$ cat config.mk
export PLATFORM = sky130hd
export DESIGN_NAME = cpu_hotplug_ctrl
export DESIGN_NICKNAME = d
export VERILOG_FILES = /design/src/rtl/cpu_hotplug_ctrl.sv
export SDC_FILE = /design/constraint.sdc
export NUM_CORES = 1
export LEC_CHECK = 0
export ABC_AREA = 1
export BUFFER_PORTS_ARGS = -buffer_cell sky130_fd_sc_hd__clkbuf_2
export CORE_UTILIZATION = 53
export DETAILED_ROUTE_END_ITERATION = 8
export GPL_ROUTABILITY_DRIVEN = 0
export PLACE_DENSITY = 0.77
export SETUP_SLACK_MARGIN = 0.5
export SLEW_MARGIN = 20
export SYNTH_ARGS = -nofsm -noshare
export SYNTH_HDL_FRONTEND = slang
export SYNTH_SLANG_ARGS = --single-unit
$ cat constraint.sdc
create_clock -name clk -period 1.6 [get_ports clk]
set_clock_uncertainty 0.2 [all_clocks]
set_input_delay 0.16 -clock clk [delete_from_list [all_inputs] [get_ports clk]]
set_output_delay 0.16 -clock clk [all_outputs]
set_load 0.05 [all_outputs]
$ cat src/rtl/cpu_hotplug_ctrl.sv
module cpu_hotplug_ctrl #(
  parameter int N_IDS = 256,
  parameter int ID_W = 9,
  parameter logic [15:0] MAP_BASE = 16'haf00,
  parameter logic [15:0] GPE_BASE = 16'hafe0,
  parameter logic [N_IDS-1:0] BOOT_MASK = N_IDS'(3)
) (
  input  logic            clk,
  input  logic            rst_n,
  input  logic            evt_valid,
  input  logic            evt_plug,
  input  logic [ID_W-1:0] evt_id,
  input  logic            dev_hp_evt,
  input  logic [15:0]     io_addr,
  input  logic            io_wr_en,
  input  logic [7:0]      io_wr_data,
  output logic [7:0]      io_rd_data,
  output logic            sci
);
  localparam int NBYTES = N_IDS / 8;
  localparam int BW = $clog2(NBYTES);
  localparam int IW = $clog2(N_IDS);
  localparam logic [ID_W-1:0] ID_LIMIT = ID_W'(N_IDS);
  localparam logic [7:0] SCI_SRC = 8'h06;

  logic [N_IDS-1:0] present;
  logic [1:0][7:0] sts, sts_nx, en, en_nx;

  wire map_hit = (io_addr >= MAP_BASE) && (io_addr < MAP_BASE + 16'(NBYTES));
  wire gpe_hit = (io_addr >= GPE_BASE) && (io_addr < GPE_BASE + 16'd4);
  wire [BW-1:0] byte_sel = BW'(io_addr - MAP_BASE);
  wire [1:0] gpe_sel = 2'(io_addr - GPE_BASE);
  wire evt_ok = evt_valid && (evt_id < ID_LIMIT);

  always_ff @(posedge clk) begin
    if (!rst_n) present <= BOOT_MASK;
    else if (evt_ok) present[evt_id[IW-1:0]] <= evt_plug;
  end

  always_comb begin
    sts_nx = sts;
    en_nx = en;
    if (io_wr_en && gpe_hit) begin
      if (gpe_sel[1]) en_nx[gpe_sel[0]] = io_wr_data;
      else sts_nx[gpe_sel[0]] = sts[gpe_sel[0]] & ~io_wr_data;
    end
    if (dev_hp_evt) sts_nx[0][1] = 1'b1;
    if (evt_ok) sts_nx[0][2] = 1'b1;
  end

  always_ff @(posedge clk) begin
    if (!rst_n) begin
      sts <= '0;
      en <= '0;
    end else begin
      sts <= sts_nx;
      en <= en_nx;
    end
  end

  always_comb begin
    io_rd_data = 8'h00;
    if (map_hit) io_rd_data = present[{byte_sel, 3'b000} +: 8];
    else if (gpe_hit) io_rd_data = gpe_sel[1] ? en[gpe_sel[0]] : sts[gpe_sel[0]];
  end

  assign sci = |(sts[0] & en[0] & SCI_SRC);

  AST_PLUG_SETS: assert property (@(posedge clk) disable iff (!rst_n)
    (evt_ok && evt_plug) |=> present[$past(evt_id[IW-1:0])]);
  AST_UNPLUG_CLEARS: assert property (@(posedge clk) disable iff (!rst_n)
    (evt_ok && !evt_plug) |=> !present[$past(evt_id[IW-1:0])]);
  AST_EVT_FLAG: assert property (@(posedge clk) disable iff (!rst_n)
    evt_ok |=> sts[0][2]);
  AST_MAP_RO: assert property (@(posedge clk) disable iff (!rst_n)
    (io_wr_en && map_hit && !evt_valid) |=> $stable(present));
  AST_IGNORE_BIG_ID: assert property (@(posedge clk) disable iff (!rst_n)
    (evt_valid && evt_id >= ID_LIMIT && !dev_hp_evt && !io_wr_en)
      |=> ($stable(present) && $stable(sts)));
  AST_EVT_WINS: assert property (@(posedge clk) disable iff (!rst_n)
    (evt_ok && io_wr_en && gpe_hit && gpe_sel == 2'd0 && io_wr_data[2]) |=> sts[0][2]);
  AST_SCI_NEEDS_EN: assert property (@(posedge clk) disable iff (!rst_n)
    sci |-> |(en[0] & SCI_SRC));
endmodule

==> results of run 1 <==
[kinds of logic after synthesis]
group | Yosys count | synth area share [%]
simple gates | 1219 | 37.9
compound gates | 367 | 12.6
buf+inv | 364 | 10.1
flops | 288 | 39.4
[metrics by stage]
stage / hold slack, ns / cells / setup WS, ns
after floorplan: 0.0940 / 2238 / 0.0402
after global placement: 0.189 / 2645 / -0.452
after detailed placement: 0.201 / 2645 / -0.466
after CTS: -0.0944 / 2789 / -0.514
[Yosys cell counts]
cell type / count
dfxtp_1: 288
nand2_1: 473
or2_2: 1
nand4_1: 2
nand3_1: 209
nor2_1: 91
inv_2: 12
nor3_2: 2
nand4_2: 2
a21oi_1: 267
a22o_1: 1
nor2_2: 27
nor3_1: 401
o211ai_1: 1
nand3_2: 4
o21ai_0: 86
a31oi_1: 1
nor2_4: 5
nand4_4: 2
clkbuf_1: 106
buf_4: 2
buf_2: 67
buf_1: 7
buf_6: 2
o21ai_1: 11
inv_1: 168
[routing by layer]
layer / global-route usage, % / GRT overflow
met1: 79.0 / 1
met2: 92.8 / 41
met3: 68.2 / 0
met4: 77.7 / 32
met5: 47.8 / 0
[timing repair]
action,4_1_cts
gates resized for setup,471
cloned,20
pin swaps,190
endpoints found under the setup margin,284
setup buffers,57
hold buffers,9
hold endpoints to repair,65
==> impl_metrics.py, run 1 <==
metrics = {
    "status": {
        "outcome": "stopped before the end",
        "haltStage": "global routing",
        "error": "[ERROR GRT-0232] Routing congestion too high. Check the congestion heatmap in the GUI.",
    },
    "clocking": {
        "clockBufferDepth": 3,
        "cts.sinks": 288,
        "htree_levels": 2,
        "cts-root-buf": "clkbuf_16",
        "cts_buffers": 34,
    },
    "grt": {
        "grt_use_total_pct": 79.5,
        "grt_max_degree": 57,
        "grt_antenna_before_repair": 11,
        "grt_remaining_overflow": 74,
    },
    "logic_synthesis": {
        "synth.top_cells.by_area": "dfxtp_1 39%, nor3_1 14%, nand2_1 12%, a21oi_1 9.1%, nand3_1 7.2%",
        "synthCells": 2238,
        "syn-mean-instance-area_um2": 6.53,
        "ys_ff_latch": 288,
        "synth.largest_area_cell": "dfxtp_1",
        "syn_area_mm2": 0.0146,
        "syn_nets": 2277,
        "netlist-cell-type-count": 26,
        "synth_top_cell_area_share_pct": 39.4,
        "yosysSeqAreaShare_pct": 39.4,
        "yosys_warnings": 0,
    },
    "floorplanning": {
        "rows": 60,
        "fp.dieW_um": 168,
        "start_util_pct": 54.1,
        "io_pins": 48,
        "chipHeight_um": 168,
    },
    "sta": {
        "worst_endpoint_kind": "top-level output",
        "crit_endpoint": "io_rd_data[7]",
    },
    "placed_design": {
        "postPlaceCellArea_mm2": 0.0172,
        "dp_hpwl_mm": 34.0,
        "io_buffer_count": 47,
    },
}
==> run 2: changes to the inputs <==
--- a/config.mk
+++ b/config.mk
@@ -7,11 +7,10 @@
 export LEC_CHECK = 0
 export ABC_AREA = 1
 export BUFFER_PORTS_ARGS = -buffer_cell sky130_fd_sc_hd__clkbuf_2
-export CORE_UTILIZATION = 53
+export CORE_UTILIZATION = 38
 export DETAILED_ROUTE_END_ITERATION = 8
 export GPL_ROUTABILITY_DRIVEN = 0
-export PLACE_DENSITY = 0.77
-export SETUP_SLACK_MARGIN = 0.5
+export PLACE_DENSITY_LB_ADDON = 0.15
 export SLEW_MARGIN = 20
 export SYNTH_ARGS = -nofsm -noshare
 export SYNTH_HDL_FRONTEND = slang
==> constraint.sdc (replaced) <==
create_clock -name clk -period 2.1 [get_ports clk]
set_clock_uncertainty 0.2 [all_clocks]
set_input_delay 0.21 -clock clk [delete_from_list [all_inputs] [get_ports clk]]
set_output_delay 0.21 -clock clk [all_outputs]
set_load 0.05 [all_outputs]
==> run 2 against run 1 <==
Against the previous run: synthesized area unchanged; the flow now finishes, with violations (negative setup slack); synthesized cell count unchanged.
==> impl_metrics.py, run 2 <==
metrics = {
    "status": {
        "outcome": "complete, but fails checks",
        "violations": "negative setup slack",
    },
    "final_layout": {
        "drive_above_1_share_pct": 16.1,
        "fin_area_mm2": 0.0176,
        "regMostFlops": "present",
        "diodes": 0,
        "mostFrequentLayoutCell": "nand2_1",
        "top_regs": "present: 256 flops, en: 16 flops, sts: 16 flops",
        "mostFrequentLayoutCells": "454 x nand2_1, 401 x nor3_1, 263 x a21oi_1, 230 x dfxtp_1, 198 x nand3_1",
        "largest_reg_flops": 256,
        "synthToLayoutAreaGrowth_pct": 20.0,
        "fin_nets": 2300,
    },
    "logic_synthesis": {
        "yosys_warnings": 0,
        "ys.flop_type": "dfxtp_1",
        "ys_ff_latch": 288,
        "syn_area_mm2": 0.0146,
        "synth.top_cells.by_area": "dfxtp_1 39%, nor3_1 14%, nand2_1 12%, a21oi_1 9.1%, nand3_1 7.2%",
        "syn-mean-instance-area_um2": 6.53,
        "synthTopCellsByCount": "473 x nand2_1, 401 x nor3_1, 288 x dfxtp_1",
        "async_flop_share_pct": 0,
        "synth_top_cell_area_share_pct": 39.4,
        "syn_nets": 2277,
        "netlist-cell-type-count": 26,
        "yosysSeqAreaShare_pct": 39.4,
        "synth-edff-count": 0,
        "synth.largest_area_cell": "dfxtp_1",
        "synth_most_common_cell": "nand2_1",
        "synthCells": 2238,
    },
    "routing": {
        "ant_nets": 0,
        "drt-vias-per-instance": 5.56,
        "routed_wl_mm": 56.8,
        "wl_met3_mm": 5.09,
        "vias": 15545,
        "met2WireLength_mm": 25.8,
        "drc_errors": 0,
        "wl_met1_mm": 24.2,
        "first_pass_iters": 5,
        "avgRoutedWirePerCell_um": 20.3,
        "topRoutingLayerUsed": "met4",
        "drtIter0Drc": 1635,
    },
    "sta": {
        "rsz0062_at_grt": "true",
        "setup_tns_ns": -0.263,
        "timing.final.crit_share_pct": 103,
        "hold-worst-slack_ns": 0.000776,
        "drv_slew": 0,
        "finalSetupViolations": 7,
        "tightest_slew_ns": 0.986,
        "min_period_ns": 2.17,
        "report.final.hold_viol_count": 0,
        "fmax_mhz": 461,
        "worst_slack_ns": -0.0673,
        "slew_headroom_pct": 34.2,
    },
    "power": {
        "clockPowerShare_pct": 48.1,
        "totalPowerFinal_mw": 12.9,
        "swShare_pct": 25.5,
        "power_density_mw_per_mm2": 734,
        "worst_ir_drop_vdd_mv": 0.351,
        "p_comb_share_pct": 9.4,
        "internal_power_mw": 9.59,
        "switchingPower_mw": 3.29,
        "p_leak_nw": 6.40,
        "seqPwrFrac_pct": 42.5,
    },
    "floorplanning": {
        "fp.dieW_um": 198,
        "io_pins": 48,
        "core_area_mm2": 0.0378,
        "rows": 71,
        "chipHeight_um": 198,
        "start_util_pct": 38.7,
        "die-area_mm2": 0.0393,
    },
    "grt": {
        "grt_pass1_wl_mm": 86.5,
        "grt_use_total_pct": 28.9,
        "grt_max_degree": 51,
        "grt_antenna_before_repair": 0,
        "grt_remaining_overflow": 0,
        "grt_pass1_vias": 14521,
    },
    "critical_path": {
        "cp-start-kind": "flip-flop",
        "rr_endpoint": "sts[1]",
        "setup.worst_path.class": "reg2out",
        "cp-startpoint": "present[191]",
        "crit_cells": 11,
        "cp.required_ns": 1.69,
        "slowest_stage": "dfxtp_2",
        "cp_slowest_stage_delay_ns": 0.32,
        "r2r.worst_path.cells": 3,
        "critPathBufInv": 1,
        "crit_end": "io_rd_data[7]",
        "r2r_slack_ns": 0.74,
        "timing.rr.start": "sts[1]",
        "path_common_cell": "nand2_2",
        "setup.worst_path.end_class": "output port",
        "cp_top_family": "simple AND/OR/NAND/NOR gates",
        "crit_fanout": 2,
        "arrival_ns": 1.76,
        "worstPathCellList": "nand2_1 -> nand3_2 -> nand3_2 -> nand2_2 -> nand2_2 -> nand2_2 -> nand2_1 -> nand2_2 -> nand2_2 -> nand2_2 -> buf_12",
    },
    "clocking": {
        "cts_buffers": 35,
        "cts-root-buf": "clkbuf_16",
        "cts_tree": "yes",
        "cts.sinks": 288,
        "clockBufferDepth": 3,
        "clkSlewWorstSetupHoldPaths_ns": 0.06,
        "cts_setup_buffers": 0,
        "clk_latency_ns": 0.52,
        "htree_levels": 2,
    },
    "placed_design": {
        "dp_hpwl_mm": 34.5,
        "postPlaceCellArea_mm2": 0.0160,
        "io_buffer_count": 47,
        "place_ws_ns": -0.0294,
    },
    "run": {
        "cap_viol_max_count": 0,
    },
    "worst_hold_path": {
        "min_path_type": "in2reg",
    },
}
-- run 2: area by class of cell --
type	count	area, um2
Sequential cell	288	5840
Multi-Input combinational cell	1586	7530
Inverter	180	687
Clock buffer	54	1080
Timing Repair Buffer	170	1690
Tap cell	511	639
Clock inverter	7	85.1
Fill cell	3885	20200
-- run 2: worst min-delay path by stage --
stage                      from       to  depth (start not counted)
finish              io_addr[12]   sts[2]                          7
global route        io_addr[12]   sts[2]                          7
detailed placement       sts[9]   sts[9]                          2
floorplan            dev_hp_evt   sts[1]                          2
CTS                 io_addr[12]   sts[2]                          7
global placement        sts[10]  sts[10]                          2
-- run 2: tightest hold or removal path: cells and delay by family --
family,cells,cell delay (ns)
compound gates,1,0.11
simple gates,5,0.26
buf+inv,1,0.09
-- run 2: timing repair --
action,CTS,global route
gates resized for setup,58,51
pin swaps,31,21
hold buffers,14,0
endpoints found under the setup margin,8,34
endpoints found under the hold margin,41,0
-- run 2: routing by layer --
| metal | global-route usage [%] | up-vias |
|---|---|---|
| li1 | - | 7496 |
| met1 | 38.2 | 7303 |
| met2 | 46.6 | 658 |
| met3 | 5.38 | 88 |
| met4 | 10.2 | 0 |
| met5 | 0 | - |
-- run 2: logic make-up (layout without fill, tap and decap cells) --
kind of cell	Yosys count	count (layout)	synth area share [%]
buf+inv	364	411	10.1
flops	288	288	39.4
simple gates	1219	1219	37.9
compound gates	367	367	12.6
-- run 2: per-stage QoR --
| step | std cells | utilization [%] |
|---|---|---|
| after global placement | 2721 | 42.4 |
| final | 2796 | 46.5 |
| after global routing | 2796 | 46.5 |
| after CTS | 2796 | 46.2 |
| after detailed placement | 2721 | 42.4 |
| after floorplan | 2238 | - |
-- run 2: power groups by stage --
stage	clock [mW]	combinational [mW]	sequential (mW)
2_1_floorplan	0	0.615	5.60
3_3_place_gp	0	1.14	5.60
3_5_place_dp	0	1.14	5.60
4_1_cts	6.26	1.18	5.48
5_1_grt	6.47	1.28	5.47
6_report	6.20	1.21	5.48
Power figures use the tool's default switching activity.
==> run 3: changes to the inputs <==
==> constraint.sdc (replaced) <==
create_clock -name clk -period 2.1 [get_ports clk]
set_clock_uncertainty 0.2 [all_clocks]
set_input_delay 0.315 -clock clk [delete_from_list [all_inputs] [get_ports clk]]
set_output_delay 0.315 -clock clk [all_outputs]
set_load 0.05 [all_outputs]
==> run 3 against run 2 <==
Against the previous run: die area unchanged; wire length rose by 1.4%; highest routed layer unchanged; via count rose by 2.8%; count of clock-buffer cells in the layout stayed put; the run still ends with negative setup slack left; combinational power grew 9%; hold slack better by 0.054 ns; flip-flop and latch count unchanged.
==> impl_metrics.py, run 3 (same netlist as run 2, synthesis figures left out) <==
metrics = {
    "status": {
        "outcome": "complete, but fails checks",
        "violations": "negative setup slack",
    },
    "clocking": {
        "htree_levels": 2,
        "cts_buffers": 37,
        "cts.sinks": 288,
        "clkSlewWorstSetupHoldPaths_ns": 0.06,
        "clk_latency_ns": 0.54,
        "cts_tree": "yes",
        "cts-root-buf": "clkbuf_16",
        "clockBufferDepth": 3,
    },
    "critical_path": {
        "timing.rr.start": "sts[14]",
        "cp.required_ns": 1.58,
        "r2r_slack_ns": 0.89,
        "slowest_stage": "dfxtp_2",
        "worstPathCellList": "inv_1 -> nand2_1 -> nand3_2 -> nand2_1 -> nand2_1 -> nand2_2 -> nand2_2 -> nand2_1 -> nor2_1 -> a21oi_2 -> buf_12",
        "setup.worst_path.class": "reg2out",
        "rr_endpoint": "sts[6]",
        "critPathBufInv": 2,
        "crit_fanout": 2,
        "arrival_ns": 1.78,
        "cp_slowest_stage_delay_ns": 0.32,
        "setup.worst_path.end_class": "output port",
        "path_common_cell": "nand2_1",
        "r2r.worst_path.cells": 7,
        "cp_top_family": "simple AND/OR/NAND/NOR gates",
        "cp-start-kind": "flip-flop",
    },
    "power": {
        "swShare_pct": 26.1,
        "p_comb_share_pct": 10.2,
        "seqPwrFrac_pct": 42.2,
        "switchingPower_mw": 3.39,
        "worst_ir_drop_vdd_mv": 0.529,
        "internal_power_mw": 9.58,
        "p_leak_nw": 6.78,
        "clockPowerShare_pct": 47.6,
        "power_density_mw_per_mm2": 709,
    },
    "final_layout": {
        "synthToLayoutAreaGrowth_pct": 25.2,
        "fillCellCount": 3853,
        "mostFrequentLayoutCells": "434 x nand2_1, 401 x nor3_1, 262 x a21oi_1, 203 x dfxtp_1, 179 x nand3_1",
        "fin_nets": 2353,
        "regArea_mm2": 0.00587,
        "drive_above_1_share_pct": 20.8,
        "diodes": 0,
        "multi_input_area_mm2": 0.00772,
        "regMostFlops": "present",
        "mostFrequentLayoutCell": "nand2_1",
        "largest_reg_flops": 256,
        "finalCoreUtilization_pct": 48.5,
        "top_regs": "present: 256 flops, en: 16 flops, sts: 16 flops",
    },
    "grt": {
        "grt_pass1_wl_mm": 87.4,
        "grt_use_total_pct": 29.3,
        "grt_pass1_vias": 14651,
        "grt_remaining_overflow": 0,
        "grt_max_degree": 74,
        "grt_antenna_before_repair": 0,
    },
    "routing": {
        "routed_wl_mm": 57.6,
        "first_pass_iters": 5,
        "ant_nets": 0,
        "drt-vias-per-instance": 5.61,
        "drtIter0Drc": 1603,
        "vias": 15984,
        "drc_errors": 0,
        "avgRoutedWirePerCell_um": 20.2,
    },
    "sta": {
        "drv_slew": 0,
        "report.final.hold_viol_count": 0,
        "tightest_slew_ns": 0.986,
        "setup_tns_ns": -1.18,
        "timing.final.crit_share_pct": 109,
        "rsz0062_at_grt": "true",
        "finalSetupViolations": 8,
        "slew_headroom_pct": 34.2,
        "fmax_mhz": 437,
        "min_period_ns": 2.29,
        "worst_slack_ns": -0.191,
    },
    "floorplanning": {
        "die-area_mm2": 0.0393,
        "core_area_mm2": 0.0378,
        "start_util_pct": 38.7,
        "chipHeight_um": 198,
        "rows": 71,
        "fp.dieW_um": 198,
        "io_pins": 48,
    },
    "worst_hold_path": {
        "min_to": "sts[2]",
        "hold_depth": 5,
        "min_path_type": "in2reg",
        "min_from": "evt_id[8]",
    },
    "placed_design": {
        "dp_hpwl_mm": 36.3,
        "io_buffer_count": 47,
    },
    "run": {
        "cap_viol_max_count": 0,
    },
}
==> run 3: cell count changes in the layout (fill, tap and decap cells not counted), moves of 4 or more <==
cell	delta
buf_4	+40
dfxtp_1	-27
dfxtp_2	+27
nand2_1	-20
nand3_1	-19
nand2_2	+17
nand3_2	+17
buf_12	+5
clkbuf_16	+5
clkbuf_8	-4
==> run 3: per-layer routing <==
layer | global-route usage (%) | share of wire [%] | vias up
li1 | - | - | 7580
met1 | 41.0 | 45 | 7634
met2 | 45.5 | 44 | 665
met3 | 4.26 | 8.2 | 105
met4 | 10.3 | 3.5 | 0
met5 | 0 | 0 | -
==> run 3: worst max path at each step <==
stage	start	end	slack, ns	cells past startpoint
finish	present[105]	io_rd_data[1]	-0.19	11
global route	present[105]	io_rd_data[1]	-0.28	11
CTS	present[121]	io_rd_data[1]	-0.20	11
detailed placement	io_addr[0]	io_rd_data[3]	-0.33	10
global placement	io_addr[0]	io_rd_data[3]	-0.32	10
floorplan	io_addr[1]	io_rd_data[1]	-0.07	9
==> run 3: worst min-delay path, stage by stage <==
cell and delay (ns):
clkbuf_2 0.10, nor2_4 0.06, inv_2 0.06, buf_4 0.14
a21oi_1 0.06
==> run 3: repair_timing <==
item                       CTS  global route
hold endpoints to repair    41             0
setup endpoints to repair    8             8
gates cloned                 1             4
resized for setup           78           111
setup buffers                0             6
pin swaps                   39            47
hold buffers                11             0
==> run 3: layout make-up <==
type	count	share of cell area [%]
timing repair inverter	1	0.0478
timing repair buffer	220	12.1
tap	511	3.49
multi-input combinational	1586	42.2
clock buffer	54	5.91
inverter	180	3.79
sequential	288	32.1
clock inverter	8	0.396
==> run 3: metrics by stage <==
step           instances  setup slack [ns]  area, um2  hold WS, ns  power (mW)
2_1_floorplan       2238           -0.0683      14600        0.223        6.21
3_3_place_gp        2765            -0.322      16400        0.232        6.78
3_5_place_dp        2765            -0.326      16400        0.235        6.78
4_1_cts             2838            -0.202      17900       0.0255        13.0
5_1_grt             2848            -0.283      18300       0.0582        13.4
6_report            2848            -0.191      18300       0.0553        13.0
==> run 3: power by group through the flow <==
stage,Clock (mW),Sequential (mW),Combinational [mW]
finish,6.17,5.48,1.32
floorplan,0,5.60,0.616
detailed placement,0,5.60,1.18
global route,6.49,5.48,1.40
CTS,6.25,5.48,1.23
global placement,0,5.60,1.18
